**src/rtl/dwc_pkg.sv**
```systemverilog
package dwc_pkg;

    localparam int N_PINS  = 5;
    localparam int N_FLAGS = 8;
    localparam int F_TMR   = 5;
    localparam int F_LVD   = 6;
    localparam int F_BUS   = 7;

    typedef enum logic [2:0] {
        ST_RUN,
        ST_STBY,
        ST_SUPPLY,
        ST_SETTLE,
        ST_LVDHOLD
    } dwc_state_e;

    typedef struct packed {
        logic pwr;
        logic osc;
        logic rst;
    } dwc_ctl_t;

    // Supply, oscillator and chip-reset requests for each state.
    function automatic dwc_ctl_t ctl_of(dwc_state_e s);
        dwc_ctl_t c;
        case (s)
            ST_RUN:     c = '{pwr: 1'b1, osc: 1'b1, rst: 1'b0};
            ST_STBY:    c = '{pwr: 1'b0, osc: 1'b0, rst: 1'b0};
            ST_SUPPLY:  c = '{pwr: 1'b1, osc: 1'b0, rst: 1'b1};
            ST_SETTLE:  c = '{pwr: 1'b1, osc: 1'b1, rst: 1'b1};
            ST_LVDHOLD: c = '{pwr: 1'b1, osc: 1'b1, rst: 1'b1};
            default:    c = '{pwr: 1'b1, osc: 1'b1, rst: 1'b1};
        endcase
        return c;
    endfunction

endpackage

```
**src/rtl/dwc_pin_edge.sv**
```systemverilog
module dwc_pin_edge (
    input  logic clk,
    input  logic rst,
    input  logic pin_i,
    input  logic rise_sel_i,
    output logic edge_o
);
    logic s1_q, s2_q, prev_q;

    always_ff @(posedge clk) begin
        if (rst) begin
            s1_q   <= 1'b0;
            s2_q   <= 1'b0;
            prev_q <= 1'b0;
        end else begin
            s1_q   <= pin_i;
            s2_q   <= s1_q;
            prev_q <= s2_q;
        end
    end

    // Edge seen on the synchronised copy, in the selected direction.
    always_comb begin
        if (rise_sel_i) edge_o = s2_q & ~prev_q;
        else            edge_o = ~s2_q & prev_q;
    end
endmodule

```
**src/rtl/dwc_flag_bank.sv**
```systemverilog
module dwc_flag_bank #(
    parameter int N = 8
) (
    input  logic         clk,
    input  logic         rst,
    input  logic         wipe_i,
    input  logic [N-1:0] set_i,
    input  logic [N-1:0] clr_i,
    output logic [N-1:0] flags_o
);
    logic [N-1:0] flags_q;

    always_ff @(posedge clk) begin
        if (rst || wipe_i) flags_q <= '0;
        else               flags_q <= (flags_q & ~clr_i) | set_i;
    end

    assign flags_o = flags_q;
endmodule

```
**src/rtl/dwc_settle_timer.sv**
```systemverilog
module dwc_settle_timer #(
    parameter int WAIT_W   = 6,
    parameter int TICK_DIV = 64
) (
    input  logic              clk,
    input  logic              rst,
    input  logic              load_i,
    input  logic [WAIT_W-1:0] wait_i,
    input  logic              run_i,
    output logic              done_o
);
    localparam int PRE_W = (TICK_DIV > 1) ? $clog2(TICK_DIV) : 1;
    localparam logic [PRE_W-1:0] PRE_LAST = PRE_W'(TICK_DIV - 1);

    logic [PRE_W-1:0]  pre_q;
    logic [WAIT_W-1:0] tk_q;
    logic              last_pre;

    assign last_pre = (pre_q == PRE_LAST);
    assign done_o   = run_i && !load_i && last_pre && (tk_q == WAIT_W'(1));

    always_ff @(posedge clk) begin
        if (rst) begin
            pre_q <= '0;
            tk_q  <= WAIT_W'(1);
        end else if (load_i) begin
            pre_q <= '0;
            tk_q  <= (wait_i == '0) ? WAIT_W'(1) : wait_i;
        end else if (run_i) begin
            if (last_pre) begin
                pre_q <= '0;
                if (tk_q != WAIT_W'(1)) tk_q <= tk_q - WAIT_W'(1);
            end else begin
                pre_q <= pre_q + PRE_W'(1);
            end
        end
    end
endmodule

```
**src/rtl/deep_wake_ctrl.sv**
```systemverilog
module deep_wake_ctrl
    import dwc_pkg::*;
#(
    parameter int WAIT_W   = 6,
    parameter int TICK_DIV = 64
) (
    input  logic               clk,
    input  logic               rst,
    input  logic               stby_req_i,
    input  logic [N_PINS-1:0]  pin_i,
    input  logic [N_PINS-2:0]  pin_en_i,
    input  logic [N_PINS-1:0]  pin_rise_i,
    input  logic               tmr_irq_i,
    input  logic               lvd_irq_i,
    input  logic               bus_irq_i,
    input  logic [N_FLAGS-1:0] flag_clr_i,
    input  logic [WAIT_W-1:0]  wait_i,
    input  logic               lvd_rst_i,
    input  logic               por_i,
    input  logic               rst_pin_i,
    output logic               stby_o,
    output logic               pwr_req_o,
    output logic               osc_en_o,
    output logic               chip_rst_o,
    output logic               rst_exc_o,
    output logic               wake_stat_o,
    output logic [N_FLAGS-1:0] flags_o
);
    dwc_state_e         state_q, state_d;
    dwc_ctl_t           ctl;
    logic [N_PINS-1:0]  pin_edge;
    logic [N_FLAGS-1:0] flag_set, flags;
    logic               in_stby, any_flag, wipe, load, done;
    logic               stat_q, stat_set, exc_q, exc_d;

    assign in_stby  = (state_q == ST_STBY);
    assign any_flag = |flags;

    // Per-pin synchroniser, edge select and enable.
    for (genvar g = 0; g < N_PINS; g++) begin : g_pin
        logic en;
        if (g == 0) begin : g_nmi
            assign en = 1'b1;
        end else begin : g_mask
            assign en = pin_en_i[g-1];
        end
        dwc_pin_edge u_edge (
            .clk        (clk),
            .rst        (rst),
            .pin_i      (pin_i[g]),
            .rise_sel_i (pin_rise_i[g]),
            .edge_o     (pin_edge[g])
        );
        assign flag_set[g] = in_stby & en & pin_edge[g];
    end

    assign flag_set[F_TMR] = in_stby & tmr_irq_i;
    assign flag_set[F_LVD] = in_stby & lvd_irq_i;
    assign flag_set[F_BUS] = in_stby & bus_irq_i;

    // Power-on reset always wipes; the reset pin wipes unless a voltage-monitor reset outranks it.
    assign wipe = por_i | (rst_pin_i & ~lvd_rst_i);

    dwc_flag_bank #(.N(N_FLAGS)) u_flags (
        .clk     (clk),
        .rst     (rst),
        .wipe_i  (wipe),
        .set_i   (flag_set),
        .clr_i   (flag_clr_i),
        .flags_o (flags)
    );

    dwc_settle_timer #(.WAIT_W(WAIT_W), .TICK_DIV(TICK_DIV)) u_timer (
        .clk    (clk),
        .rst    (rst),
        .load_i (load),
        .wait_i (wait_i),
        .run_i  (state_q == ST_SETTLE),
        .done_o (done)
    );

    // Sequencer: power-on reset > voltage-monitor reset > reset pin > flag wake.
    always_comb begin
        state_d  = state_q;
        load     = 1'b0;
        stat_set = 1'b0;
        if (por_i) begin
            state_d = ST_SUPPLY;
        end else if (lvd_rst_i) begin
            state_d = ST_LVDHOLD;
        end else if (rst_pin_i) begin
            state_d = ST_SETTLE;
            load    = 1'b1;
        end else begin
            case (state_q)
                ST_RUN: begin
                    if (stby_req_i && !any_flag) state_d = ST_STBY;
                end
                ST_STBY: begin
                    if (any_flag) begin
                        state_d  = ST_SETTLE;
                        load     = 1'b1;
                        stat_set = 1'b1;
                    end
                end
                ST_SUPPLY: begin
                    state_d = ST_SETTLE;
                    load    = 1'b1;
                end
                ST_SETTLE: begin
                    if (done) state_d = ST_RUN;
                end
                ST_LVDHOLD: begin
                    state_d = ST_RUN;
                end
                default: state_d = ST_RUN;
            endcase
        end
    end

    assign exc_d = (state_d == ST_RUN) &&
                   ((state_q == ST_SETTLE) || (state_q == ST_LVDHOLD));

    always_ff @(posedge clk) begin
        if (rst) begin
            state_q <= ST_RUN;
            exc_q   <= 1'b0;
            stat_q  <= 1'b0;
        end else begin
            state_q <= state_d;
            exc_q   <= exc_d;
            if (wipe)          stat_q <= 1'b0;
            else if (stat_set) stat_q <= 1'b1;
        end
    end

    assign ctl         = ctl_of(state_q);
    assign stby_o      = in_stby;
    assign pwr_req_o   = ctl.pwr;
    assign osc_en_o    = ctl.osc;
    assign chip_rst_o  = ctl.rst;
    assign rst_exc_o   = exc_q;
    assign wake_stat_o = stat_q;
    assign flags_o     = flags;
endmodule

```
**config.mk**
```make
export PLATFORM = sky130hd
export DESIGN_NAME = deep_wake_ctrl
export DESIGN_NICKNAME = d
export VERILOG_FILES = /design/src/rtl/dwc_pkg.sv /design/src/rtl/dwc_pin_edge.sv /design/src/rtl/dwc_flag_bank.sv /design/src/rtl/dwc_settle_timer.sv /design/src/rtl/deep_wake_ctrl.sv
export SDC_FILE = /design/constraint.sdc
export NUM_CORES = 1
export LEC_CHECK = 0
export BUFFER_PORTS_ARGS = -buffer_cell sky130_fd_sc_hd__clkbuf_2
export CORE_MARGIN = 4
export CORE_UTILIZATION = 55
export DETAILED_ROUTE_END_ITERATION = 7
export MAX_ROUTING_LAYER = met4
export PLACE_DENSITY = 0.84
export SLEW_MARGIN = 20
export SYNTH_ARGS = -nofsm -noshare
export SYNTH_HDL_FRONTEND = slang
export SYNTH_SLANG_ARGS = --single-unit
```
**constraint.sdc**
```tcl
create_clock -name clk -period 3.9 [get_ports clk]
set_clock_uncertainty 0.1 [all_clocks]
set_input_delay 0.195 -clock clk [delete_from_list [all_inputs] [get_ports clk]]
set_output_delay 0.195 -clock clk [all_outputs]
set_load 0.1 [all_outputs]
```
; Yosys cells after proc, flatten, opt, wreduce, memory -nomap -nowiden
; Index checks and enable logic that the tools add are counted.
[classes]
add_sub_neg = 2
n_mul = 0
div_mod_pow = 0
magnitude_cmp = 0
eq_ne = 7
shift = 0
muxes = 28
bitwise = 38
n_reduce_logical = 19
[op_table]
columns = op, count
row1 = $mux 6, 6
row2 = $and 1x1->1, 23
row3 = $mux 3, 6
row4 = $mux 1, 13
row5 = $pmux 3 s4, 1
row6 = $not 1->1, 11
row7 = $pmux 3 s3, 1
row8 = $and 8x8->8, 1
row9 = $not 8->8, 1
row10 = $or 8x8->8, 1
row11 = $reduce_or 8->1, 1
row12 = $add 6x1->6 const B, 1
row13 = $eq 3x2->1 const B, 2
row14 = $eq 6x1->1 const B, 1
row15 = $eq 6x6->1 const B, 1
row16 = $logic_not 3->1, 2
row17 = $logic_not 6->1, 1
row18 = $ne 6x1->1 const B, 1
row19 = $reduce_bool 2->1, 3
row20 = $sub 6x1->6 const B, 1
row21 = $logic_and 1x1->1, 5
row22 = $reduce_or 2->1, 2
row23 = $eq 3x1->1 const B, 1
row24 = $eq 3x3->1 const B, 1
row25 = other kinds (5), 7
[totals]
regBits = 40
latchBits = 0
mem_bits_rw = 0
mem_bits_ro = 0
inputBits = 37
output_inout_bits = 14
word_cells = 115
memories = 0

; Logic depth before layout (Yosys ltp)
; Gate-level depths: netlist of run 1.
[depth]
word_depth = 17
mapped_depth = 6
depth_no_buf = 6

; Modules after synthesis
; Synthesis of run 1 repeated with hierarchy kept, for this count alone.
[unflattened]
cells_unflattened = 212
area_unflattened_um2 = 2006.9
[by_module_without_submodules]
columns = module, instances, cells_per_inst, area_per_inst_um2, seq_area_each_um2
row1 = dwc_settle_timer, 1, 84, 742.0, 240.2
row2 = dwc_pin_edge, 5, 9, 101.3, 60.1
row3 = deep_wake_ctrl, 1, 49, 430.4, 100.1
row4 = dwc_flag_bank, 1, 34, 327.8, 160.2

; Worst setup path before layout of run 1
; No wires, ideal clock.
[synth_path]
path_kind = register to output
from = register state_q[0]
to = output port pwr_req_o
arrival_ns = 2.608
required_ns = 3.605
slack_ns = 0.997
path_stages_with_launch = 4
path_buffers = 1
cell_sequence = dfxtp_1 nor3b_1 clkbuf_1 inv_1
[synth_via]
elab_chain_len = 2
word_cells_on_any_way = 4
cone_classes = eq/ne: 2 / mux: 1 / reduce/logical: 1
[synth_rtl]
columns = element, line
row1 = from (decl), deep_wake_ctrl.sv:29  ; dwc_state_e state_q, state_d;
row2 = from (signal assigned), deep_wake_ctrl.sv:130  ; state_q <= state_d;
row3 = $eq 3x1->1, n/a
row4 = named net stby_o, deep_wake_ctrl.sv:21  ; output logic stby_o,
row5 = $pmux 3 s3, dwc_pkg.sv:26  ; case (s)
row6 = to (decl), deep_wake_ctrl.sv:22  ; output logic pwr_req_o,
; The timed path passes the listed nets, and every way through them passes these cells.

; Worst setup path in the final report of run 1
[layout_path]
from = register u_timer.pre_q[0]
to = register u_timer.tk_q[5]
[layout_via]
elab_chain_len = 3
[layout_rtl]
columns = element, line
row1 = from (decl), dwc_settle_timer.sv:15  ; logic [PRE_W-1:0] pre_q;
row2 = from (signal assigned), dwc_settle_timer.sv:34  ; pre_q <= pre_q + PRE_W'(1);
row3 = $eq 6x6->1, dwc_settle_timer.sv:19  ; assign last_pre = (pre_q == PRE_LAST);
row4 = $reduce_bool 2->1 (no line), n/a
row5 = $reduce_and 3->1 (no line), n/a
row6 = to (signal assigned), dwc_settle_timer.sv:28  ; tk_q <= (wait_i == '0) ? WAIT_W'(1) : wait_i;
row7 = to (signal assigned), dwc_settle_timer.sv:32  ; if (tk_q != WAIT_W'(1)) tk_q <= tk_q - WAIT_W'(1);
row8 = to (decl), dwc_settle_timer.sv:16  ; logic [WAIT_W-1:0] tk_q;
; Every way passes these cells.
; A chain may end at the register's enable or synchronous reset.

==> results of run 1 <==
cell families after synthesis:
logic type               Yosys count  share of synthesized area [%]
AND/OR/NAND/NOR                   90                           29.1
AO/OA/AOI/OAI                     45                           16.3
flip-flops                        40                           44.6
buffers and inverters             13                           2.79
XOR/XNOR                           7                           3.41
multiplexers                       3                           1.74
adder cells (fa/ha/maj)            3                           2.09
area by class of cell:
class	instances	area, um2
flip-flops and latches	40	801
clock buffers	6	51.3
well taps	44	55.1
inverters	9	33.8
clock inverters	2	38.8
fillers	231	766
multi-input cells	148	945
repair buffers	64	388
power by group through the flow:
stage          logic [mW]  clock network [mW]  registers (mW)
2_1_floorplan      0.0691                   0           0.439
3_3_place_gp        0.102                   0           0.440
3_5_place_dp        0.103                   0           0.441
4_1_cts             0.113               0.294           0.431
5_1_grt             0.123               0.312           0.434
6_report            0.112               0.287           0.431
layer usage:
layer  part of all wire, %  routed length, um
met3                   5.2                214
met4                   2.7                110
met1                    43               1780
met2                    49               1990
met5                     0                  0
layout by cell type (no fill, tap or decap), drive strengths merged, types with 5 or more instances in the layout:
| master | instances |
|---|---|
| a21oi | 17 |
| clkbuf | 56 |
| dfxtp | 40 |
| dlygate4sd3 | 13 |
| inv | 9 |
| nand2 | 9 |
| nand2b | 6 |
| nand3 | 6 |
| nor2 | 19 |
| nor2b | 19 |
| nor3 | 5 |
| nor3b | 7 |
| o211ai | 6 |
| o21ai | 7 |
stage by stage:
step / setup slack (ns) / area [um2] / utilization, % / std cells / power [mW]
floorplan: 0.997 / 1800 / - / 201 / 0.508
global placement: 1.86 / 2090 / 68.0 / 292 / 0.541
detailed placement: 1.81 / 2090 / 68.0 / 292 / 0.544
CTS: 1.76 / 2310 / 75.1 / 313 / 0.838
global route: 1.66 / 2310 / 75.1 / 313 / 0.869
finish: 1.76 / 2310 / 75.1 / 313 / 0.831
cells in the mapped netlist (2+ instances only):
library cell   n
a211oi_1       3
a21oi_1       17
a311oi_1       2
and2_1         2
and3b_1        2
clkbuf_1       3
dfxtp_1       40
ha_1           3
inv_1          9
mux2i_1        2
nand2_1        9
nand2b_1       6
nand3_1        6
nand3b_1       2
nor2_1        19
nor2b_1       19
nor3_1         5
nor3b_1        7
o211ai_1       5
o21ai_0        5
o21ai_1        2
o22ai_1        2
or3_1          2
or4_1          4
xnor2_1        3
xor2_1         4
critical path, delay by kind of cell (launching register included):
family	cells	cell delay, ns
adder cells (fa/ha/maj)	1	0.25
AND/OR/NAND/NOR	3	1.09
flip-flops	1	0.38
AO/OA/AOI/OAI	1	0.25
path summary, 6_finish.rpt:
check | end | slack (ns) | depth (start not counted)
max | u_timer.tk_q[5] | 1.76 | 5
min | u_flags.flags_o[2] | 0.006 | 3
max reg2reg | u_timer.tk_q[5] | 1.76 | 5
min reg2reg | g_pin[2].u_edge.s2_q | 0.35 | 1
timing repair:
item,4_1_cts,5_1_grt
hold endpoints to repair,12,0
buffers inserted,0,0
hold buffers,13,0
endpoints found under the setup margin,0,0
registers in the layout, summed over array words and instances (netlist names):
name	cells
state_q	3
rst_exc_o	1
g_pin.u_edge.s1_q	5
wake_stat_o	1
g_pin.u_edge.prev_q	5
u_timer.pre_q	6
u_timer.tk_q	6
u_flags.flags_o	8
g_pin.u_edge.s2_q	5
==> summary.md, run 1 <==
| Metric | Value |
|---|---|
| Synth Warn # | `0` |
| Boundary pin count | `51` |
| Final WL | `~4.1 mm` |
| CP Launch Type | `register` |
| Die ar. | `4240 um2` |
| All-layer global routing usage | `21.9%` |
| Vias/cell | `5.21` |
| Chip width | `65.1 um` |
| Synth area leader | `dfxtp_1` |
| Outcome | `complete, no violations` |
| Worst-Skew Late Latency | `0.35 ns` |
| CP dominant cell by count | `or4_1` |
| Post-synth net total | `between 200 and 250` |
| CTS buffer count | `5` |
| Slowest stage delay, CP | `between 0.4 and 0.5 ns` |
| Cell Int Power | `~620 uW` |
| Synth top area share | `44.6%` |
| Post-synthesis register bit count | `40` |
| GR Overflow Total | `0` |
| Worst endpoint data arrival time | `~2.3 ns` |
| Final TNS setup | `0 ns` |
| Met1 Track Usage GR | `26.6%` |
| Final Critical Period | `2.14 ns` |
| Post-DRT Antenna Nets | `0` |
| Max H-tree Level | `2` |
| Vias | `roughly 1600` |
| Ys async rst share | `0%` |
| Sw power | `roughly 210 uW` |
| # setup viols final | `0` |
| Global route hottest layer | `met2` |
| Port-buffer cells | `50` |
| Worst path required time | `~4 ns` |
| Slew Limit Fails | `0` |
| Worst-path clk slew | `around 0.13 ns` |
| Max Fclk | `467 MHz` |
| Crit path kind | `register to register` |
| Maximum fanout along the worst path | `6` |
| Crit path capture type | `register` |
| Final hold violations | `0` |
| Core area | `3080 um2` |
| Critical Path, Cell by Cell | `ha_1 -> nand4b_2 -> or4_1 -> or4_1 -> a311oi_1` |
| Grt met3 use | `4.96%` |
| Maximum buffer depth of the clock tree | `2` |
| Mapped Cells | `201` |
| Maxcap violations | `0` |
| Comb power frac | `13.5%` |
| Initial Util | `58.3%` |
| Switching Share | `25.2%` |
| Nets | `308` |
| Sink Count | `40` |
| Hold Crit Class | `input port to register` |
| Synthesized area | `1800 um2` |
| VDD IR max | `a little over 0.0003 V` |
| Syn-to-layout area delta | `28.8%` |
| Largest net degree at the start of global routing | `24` |
| Slew margin rel. | `57.9%` |
| First-pass GRT wire length | `around 7.0 mm` |
| Tcrit/Tclk final | `54.9%` |
| Met2 usage in global routing | `34.6%` |
| CTS tree | `built` |
| Routability congestion estimate | `0.846` |
| FF-to-FF Start | `u_timer.pre_q[0]` |
| Site Rows | `20` |
| CTS Root Cell | `clkbuf_4` |
| Initial antenna violation count | `0` |
| ANT cells | `0` |
| Cell variety after synth | `between 40 and 50` |
| Post-DP HPWL | `2.96 mm` |
| Clk pwr share | `34.5%` |
| Vias in the first global route | `about 1600` |
| Leak pwr | `1.00 nW` |
| Remaining DRCs | `0` |
| Sequential fraction of design power | `roughly half` |
| Worst hold start | `flag_clr_i[2]` |
| Drt first pass iters | `4` |
| Layout cell share with drive strength beyond 1 | `~25%` |
| Hold Worst Slack | `0.00615 ns` |
| EDFF count, synth | `0` |
| Dominant synthesized flop cell | `dfxtp_1` |
| CTS resizes | `0` |
| Wirelength per Cell | `about 13 um` |
| PD cells | `approximately 360 nW/um2` |
| Die H | `65.1 um` |
| Synth area leaders | `dfxtp_1 45%, nor2b_1 6.6%, a21oi_1 4.7%, nor2_1 4.0%, nor3b_1 2.9%` |
| Sequential share of the synthesized area | `44.6%` |
| Worst Setup SP | `u_timer.pre_q[0]` |
| Actual slew at the worst max-slew pin | `0.627 ns` |
| RSZ-0062 raised after global routing | `false` |
| Crit-path slowest cell | `or4_1` |
| Avg Cell Area, Syn | `just under 9 um2` |
| DR iter-0 viols | `107` |
Note: power is estimated with default switching activity, not from simulation.
==> inputs of run 2 (changes only) <==
Settings changed: CORE_UTILIZATION 55 to 46, PLACE_DENSITY 0.84 to 0.75.
Clock period 3.9 ns to 1.7 ns, I/O delays scaled along.
==> run 2 against run 1 <==
The run now ends with setup timing left; combinational power rose to 3.5 times the previous value; sequential share of layout area fell by 7.2 points; non-clock buffer count rose by 47; utilization rose by 6.7 points; hold slack got worse by 0.0050 ns; critical path depth did not move; setup slack got worse by 1.9 ns; critical path type unchanged.
==> summary.md, run 2 (same netlist as run 1, synthesis figures left out) <==
| Metric | Value |
|---|---|
| Outcome | `complete, but fails checks` |
| Failing checks | `setup timing` |
| Grt met3 use | `5.61% (+0.65 points)` |
| Initial antenna violation count | `0 (unchanged)` |
| All-layer global routing usage | `25.2% (+3.3 points)` |
| Slew Limit Fails | `0 (unchanged)` |
| Sequential fraction of design power | `46.3% (-5.6 points)` |
| CP Launch Type | `register` |
| VDD IR max | `0.000661 V (+120%)` |
| Most frequent cells in the layout | `47 x clkbuf_2, 30 x buf_4, 25 x dfxtp_1` |
| Vias in the first global route | `2017 (+27%)` |
| Sink Count | `40 (unchanged)` |
| Setup ws final | `-0.179 ns (-1.94 ns)` |
| Worst Setup SP | `u_timer.pre_q[1]` |
| Worst path required time | `1.81 ns (-2.25 ns)` |
| Slew margin rel. | `58.1% (+0.18 points)` |
| Met2 usage in global routing | `43.3% (+8.7 points)` |
| Vias/cell | `5.52 (+6.0%)` |
| Site Rows | `22 (+10%)` |
| Commonest non-fill, non-tap cell in the layout | `clkbuf_2` |
| Global route hottest layer | `met2` |
| Switching Share | `28.1% (+2.8 points)` |
| FF-to-FF Start | `u_timer.pre_q[1]` |
| Tcrit/Tclk final | `111% (+56 points)` |
| DR iter-0 viols | `164 (+53%)` |
| Initial Util | `48.3% (-10 points)` |
| Worst endpoint data arrival time | `1.99 ns (-0.31 ns)` |
| Die H | `70.5 um (+8.2%)` |
| Worst-Skew Late Latency | `0.30 ns (-0.05 ns)` |
| Post-DP HPWL | `3.46 mm (+17%)` |
| Routability congestion estimate | `0.753 (-11%)` |
| Max FFs per register | `8 (unchanged)` |
| CTS buffer count | `5 (unchanged)` |
| Maxcap violations | `0 (unchanged)` |
| Crit path capture type | `register` |
| Post-DRT Antenna Nets | `0 (unchanged)` |
| Area post-placement | `2450 um2 (+17%)` |
| Chip width | `70.5 um (+8.2%)` |
| Core area | `3720 um2 (+21%)` |
| Maximum buffer depth of the clock tree | `2 (unchanged)` |
| Cell area after layout | `3040 um2 (+31%)` |
| Leak pwr | `1.31 nW (+31%)` |
| Cell Int Power | `1.52 mW (+150%)` |
| Layout cell share with drive strength beyond 1 | `45.9% (+21 points)` |
| # setup viols final | `15 (+15)` |
| Cell Count, Final, Fillers Out | `364 (+16%)` |
| Sw power | `595 uW (+180%)` |
| Hold Crit Class | `input port to register` |
| Maximum fanout along the worst path | `2 (-4)` |
| Actual slew at the worst max-slew pin | `0.627 ns (-0.000832 ns)` |
| CTS tree | `built` |
| Max H-tree Level | `2 (unchanged)` |
| ANT cells | `0 (unchanged)` |
| Remaining DRCs | `0 (unchanged)` |
| DP Worst Slack | `-0.169 ns (-1.98 ns)` |
| Nets | `355 (+15%)` |
| Die ar. | `4970 um2 (+17%)` |
| Vias | `2010 (+23%)` |
| GR Overflow Total | `0 (unchanged)` |
| Final Critical Period | `1.88 ns (-0.260 ns)` |
| Clk pwr share | `35.1% (+0.6 points)` |
| Crit path kind | `register to register` |
| Syn-to-layout area delta | `69.3%` |
| Max Fclk | `532 MHz (+14%)` |
| RSZ-0062 raised after global routing | `true` |
| CTS Root Cell | `clkbuf_8` |
| Cell Count Post-Placement | `325 (+11%)` |
| Final hold violations | `0 (unchanged)` |
| Worst-path clk slew | `0.08 ns (-0.05 ns)` |
| Final WL | `6.14 mm (+50%)` |
| Largest net degree at the start of global routing | `21 (-13%)` |
| Met1 Track Usage GR | `28.6% (+2.0 points)` |
| First-pass GRT wire length | `9.58 mm (+37%)` |
| Drt first pass iters | `4 (unchanged)` |
| Comb power frac | `18.7% (+5.2 points)` |
| PD cells | `697 nW/um2 (+94%)` |
| Worst hold start | `wait_i[0]` |
| Fill cell count | `204 (-12%)` |
| Boundary pin count | `51 (unchanged)` |
| Port-buffer cells | `50 (unchanged)` |
| Wirelength per Cell | `16.9 um (+29%)` |
-- run 2: final cells by class --
type | instances | area, um2 | share of cell area [%]
repair buffers | 111 | 843 | 27.7
clock buffers | 6 | 93.8 | 3.09
well taps | 48 | 60.1 | 1.98
flip-flops and latches | 40 | 835 | 27.4
clock inverters | 2 | 15.0 | 0.494
inverters | 9 | 37.5 | 1.23
multi-input cells | 148 | 1160 | 38.0
-- run 2: worst max-delay path, cell delays in order (launching register included) --
cell      delay, ns
dfxtp_2        0.36
ha_4           0.15
nand4b_4       0.12
or4_4          0.44
or4_1          0.41
a311oi_1       0.22
-- run 2: through the flow --
step                      setup TNS (ns)  hold WS, ns  total power [mW]  util, %
after floorplan                    -1.29        0.107              1.17        -
after global placement            -0.542        0.194              1.28     66.0
after detailed placement          -0.798        0.202              1.29     66.0
after CTS                         -0.799      0.00278              2.07     78.5
after global routing               -2.02       0.0301              2.20     81.8
final                              -1.37      0.00114              2.12     81.8
-- run 2: path summary, 6_finish.rpt --
check,end,slack (ns),cells after the start
max,u_timer.tk_q[5],-0.18,5
min,u_timer.tk_q[0],0.001,4
max reg2reg,u_timer.tk_q[5],-0.18,5
min reg2reg,g_pin[4].u_edge.s2_q,0.34,1
-- run 2: per-layer routing --
layer / up-vias / wire (um)
met2: 81 / 3090
met3: 25 / 350
met5: - / 0
met1: 958 / 2500
met4: 0 / 201
li1: 946 / -
-- run 2: what timing repair did --
action / 4_1_cts / 5_1_grt
gates resized for setup: 16 / 24
buffers inserted: 4 / 3
hold buffers: 24 / 0
pin swaps: 10 / 9
hold endpoints to repair: 18 / 0
endpoints found under the setup margin: 12 / 17
-- run 2: power groups by stage --
stage | combinational, mW | clock (mW) | sequential, mW
global route | 0.422 | 0.793 | 0.984
floorplan | 0.171 | 0 | 1.00
detailed placement | 0.289 | 0 | 0.996
CTS | 0.355 | 0.745 | 0.975
global placement | 0.284 | 0 | 0.995
finish | 0.396 | 0.743 | 0.981
==> inputs of run 3 (changes only) <==
Settings changed: SKIP_LAST_GASP set to 1.
==> run 3 against run 2 <==
The flow still finishes with violations (setup timing); register-to-register slack got worse by 0.09 ns; routed wire length increased by 0.15%; die area is the same; first-iteration DRC count is 26% lower; flip-flop and latch count did not move; global-route usage fell by 0.52 points; power down 0.16%; cell count stayed put; setup slack lost 0.086 ns; critical endpoint unchanged.
==> summary.md, run 3 (same netlist as run 1, synthesis figures left out) <==
| Metric | Value |
|---|---|
| Remaining DRCs | `0 (unchanged)` |
| Setup ws final | `-0.266 ns (-0.0864 ns)` |
| Max H-tree Level | `2 (unchanged)` |
| Internal reg-to-reg setup slack | `-0.27 ns (-0.09 ns)` |
| Final hold violations | `0 (unchanged)` |
| PD cells | `697 nW/um2 (about the same)` |
| Fill cell count | `211 (+3.4%)` |
| Post-DP HPWL | `3.46 mm (unchanged)` |
| Post-DRT Antenna Nets | `0 (unchanged)` |
| Boundary pin count | `51 (unchanged)` |
| Final Critical Period | `1.97 ns (+0.0864 ns)` |
| Crit-path slowest cell | `or4_4` |
| Syn-to-layout area delta | `69.1%` |
| Vias in the first global route | `2011 (-0.30%)` |
| Slowest stage delay, CP | `0.45 ns (about the same)` |
| Outcome | `complete, but fails checks` |
| Routability congestion estimate | `0.753 (unchanged)` |
| CTS Root Cell | `clkbuf_8` |
| Vias/cell | `5.55 (+0.45%)` |
| Hold Crit Class | `input port to register` |
| Crit path kind | `register to register` |
| Initial Util | `48.3% (unchanged)` |
| Leak pwr | `1.31 nW (-0.12%)` |
| Max FFs per register | `8 (unchanged)` |
| DR iter-0 viols | `122 (-26%)` |
| All-layer global routing usage | `24.7% (-0.52 points)` |
| Layout cell share with drive strength beyond 1 | `45.6% (-0.32 points)` |
| Crit path capture type | `register` |
| Cell Count Post-Placement | `325 (unchanged)` |
| Largest net degree at the start of global routing | `21 (unchanged)` |
| CTS buffer count | `5 (unchanged)` |
| Worst-path clk slew | `0.08 ns (about the same)` |
| Tcrit/Tclk final | `116% (+5.1 points)` |
| DP Worst Slack | `-0.169 ns (unchanged)` |
| Final WL | `6.15 mm (+0.15%)` |
| VDD IR max | `0.000662 V (+0.14%)` |
| Nets | `355 (unchanged)` |
| # setup viols final | `14 (-1)` |
| Maxcap violations | `0 (unchanged)` |
| Chip width | `70.5 um (unchanged)` |
| Worst-Skew Late Latency | `0.30 ns (about the same)` |
| Most frequent cells in the layout | `47 x clkbuf_2, 30 x buf_4, 25 x dfxtp_1` |
| PnR Total Power | `2.12 mW (-0.16%)` |
| First-pass GRT wire length | `9.41 mm (-1.8%)` |
| Commonest non-fill, non-tap cell in the layout | `clkbuf_2` |
| Port-buffer cells | `50 (unchanged)` |
| CP Depth | `5 (unchanged)` |
| FF-to-FF Start | `u_timer.pre_q[1]` |
| Maximum buffer depth of the clock tree | `2 (unchanged)` |
| Initial antenna violation count | `0 (unchanged)` |
| Worst reg-to-reg path cell count | `5 (unchanged)` |
| Maximum fanout along the worst path | `2 (unchanged)` |
| Site Rows | `22 (unchanged)` |
| Worst R2R End | `u_timer.tk_q[5]` |
| Actual slew at the worst max-slew pin | `0.647 ns (+0.0200 ns)` |
| GR Overflow Total | `0 (unchanged)` |
| Worst endpoint data arrival time | `2.08 ns (+0.09 ns)` |
| Failing checks | `setup timing` |
| Final TNS setup | `-1.38 ns (-0.0102 ns)` |
| Worst path required time | `1.81 ns (about the same)` |
| Slew margin rel. | `56.7% (-1.3 points)` |
| Worst Setup SP | `u_timer.pre_q[1]` |
| Critical Path, Cell by Cell | `ha_4 -> nand4b_4 -> or4_4 -> or4_1 -> a311oi_1` |
| Slew Limit Fails | `0 (unchanged)` |
| Cell Count, Final, Fillers Out | `364 (unchanged)` |
| Crit-path leading delay family | `simple AND/OR/NAND/NOR gates` |
| Worst Setup EP | `u_timer.tk_q[5]` |
| Vias | `2019 (+0.45%)` |
| Core area | `3720 um2 (unchanged)` |
| Die ar. | `4970 um2 (unchanged)` |
| Buf/Inv on CP | `0 (unchanged)` |
| Sink Count | `40 (unchanged)` |
| Die H | `70.5 um (unchanged)` |
| CP Launch Type | `register` |
| CTS tree | `built` |
| RSZ-0062 raised after global routing | `true` |
| Drt first pass iters | `4 (unchanged)` |
| ANT cells | `0 (unchanged)` |
| Wirelength per Cell | `16.9 um (+0.15%)` |
| Max Fclk | `509 MHz (-4.4%)` |
## run 3: cell counts in the layout (fill, tap and decap cells not counted)
Identical to the previous run, type by type.
## run 3: final cells by class
type / instances / area (um2) / share of cell area (%)
Clock buffer: 6 / 93.8 / 3.09
Sequential cell: 40 / 835 / 27.5
Tap cell: 48 / 60.1 / 1.98
Inverter: 9 / 37.5 / 1.24
Timing Repair Buffer: 111 / 843 / 27.8
Multi-Input combinational cell: 148 / 1150 / 37.9
Clock inverter: 2 / 15.0 / 0.495
## run 3: how the worst min path moves through the flow
stage,from,end,slack (ns),cells past startpoint
4_1_cts,wait_i[0],u_timer.tk_q[0],0.003,4
6_report,wait_i[0],u_timer.tk_q[0],0.001,4
5_1_grt,wait_i[0],u_timer.tk_q[0],0.03,4
3_5_place_dp,pin_i[0],g_pin[0].u_edge.s1_q,0.20,2
2_1_floorplan,lvd_rst_i,state_q[2],0.11,1
3_3_place_gp,pin_i[1],g_pin[1].u_edge.s1_q,0.19,2
## run 3: through the flow
| step | area (um2) | hold WS (ns) | util, % |
|---|---|---|---|
| finish | 3040 | 0.00129 | 81.7 |
| global route | 3040 | 0.0313 | 81.7 |
| CTS | 2910 | 0.00278 | 78.2 |
| detailed placement | 2450 | 0.202 | 66.0 |
| global placement | 2450 | 0.194 | 66.0 |
| floorplan | 1910 | 0.107 | - |
## run 3: power breakdown
part	internal (mW)	total, mW	switching (mW)
sequential	0.956	0.980	0.0240
clock	0.384	0.739	0.355
combinational	0.183	0.397	0.214
total	1.52	2.12	0.593
## run 3: worst register-to-register path, stage by stage (launching register included)
cell and delay, ns:
dfxtp_2 0.36, ha_4 0.15, nand4b_4 0.12, or4_4 0.45
or4_1 0.44, a311oi_1 0.26
## run 3: timing repair
| item | CTS | global route |
|---|---|---|
| endpoints found under the setup margin | 12 | 17 |
| hold buffers | 24 | 0 |
| pin swaps | 8 | 10 |
| resized for setup | 14 | 25 |
| buffers inserted | 4 | 3 |
| hold endpoints to repair | 18 | 0 |
## run 3: layer usage
layer	vias up	GRT usage [%]	part of all wire [%]
li1	943	-	-
met1	955	27.9	39
met2	101	42.4	51
met3	20	5.32	6.6
met4	0	9.36	3.3
met5	-	-	0
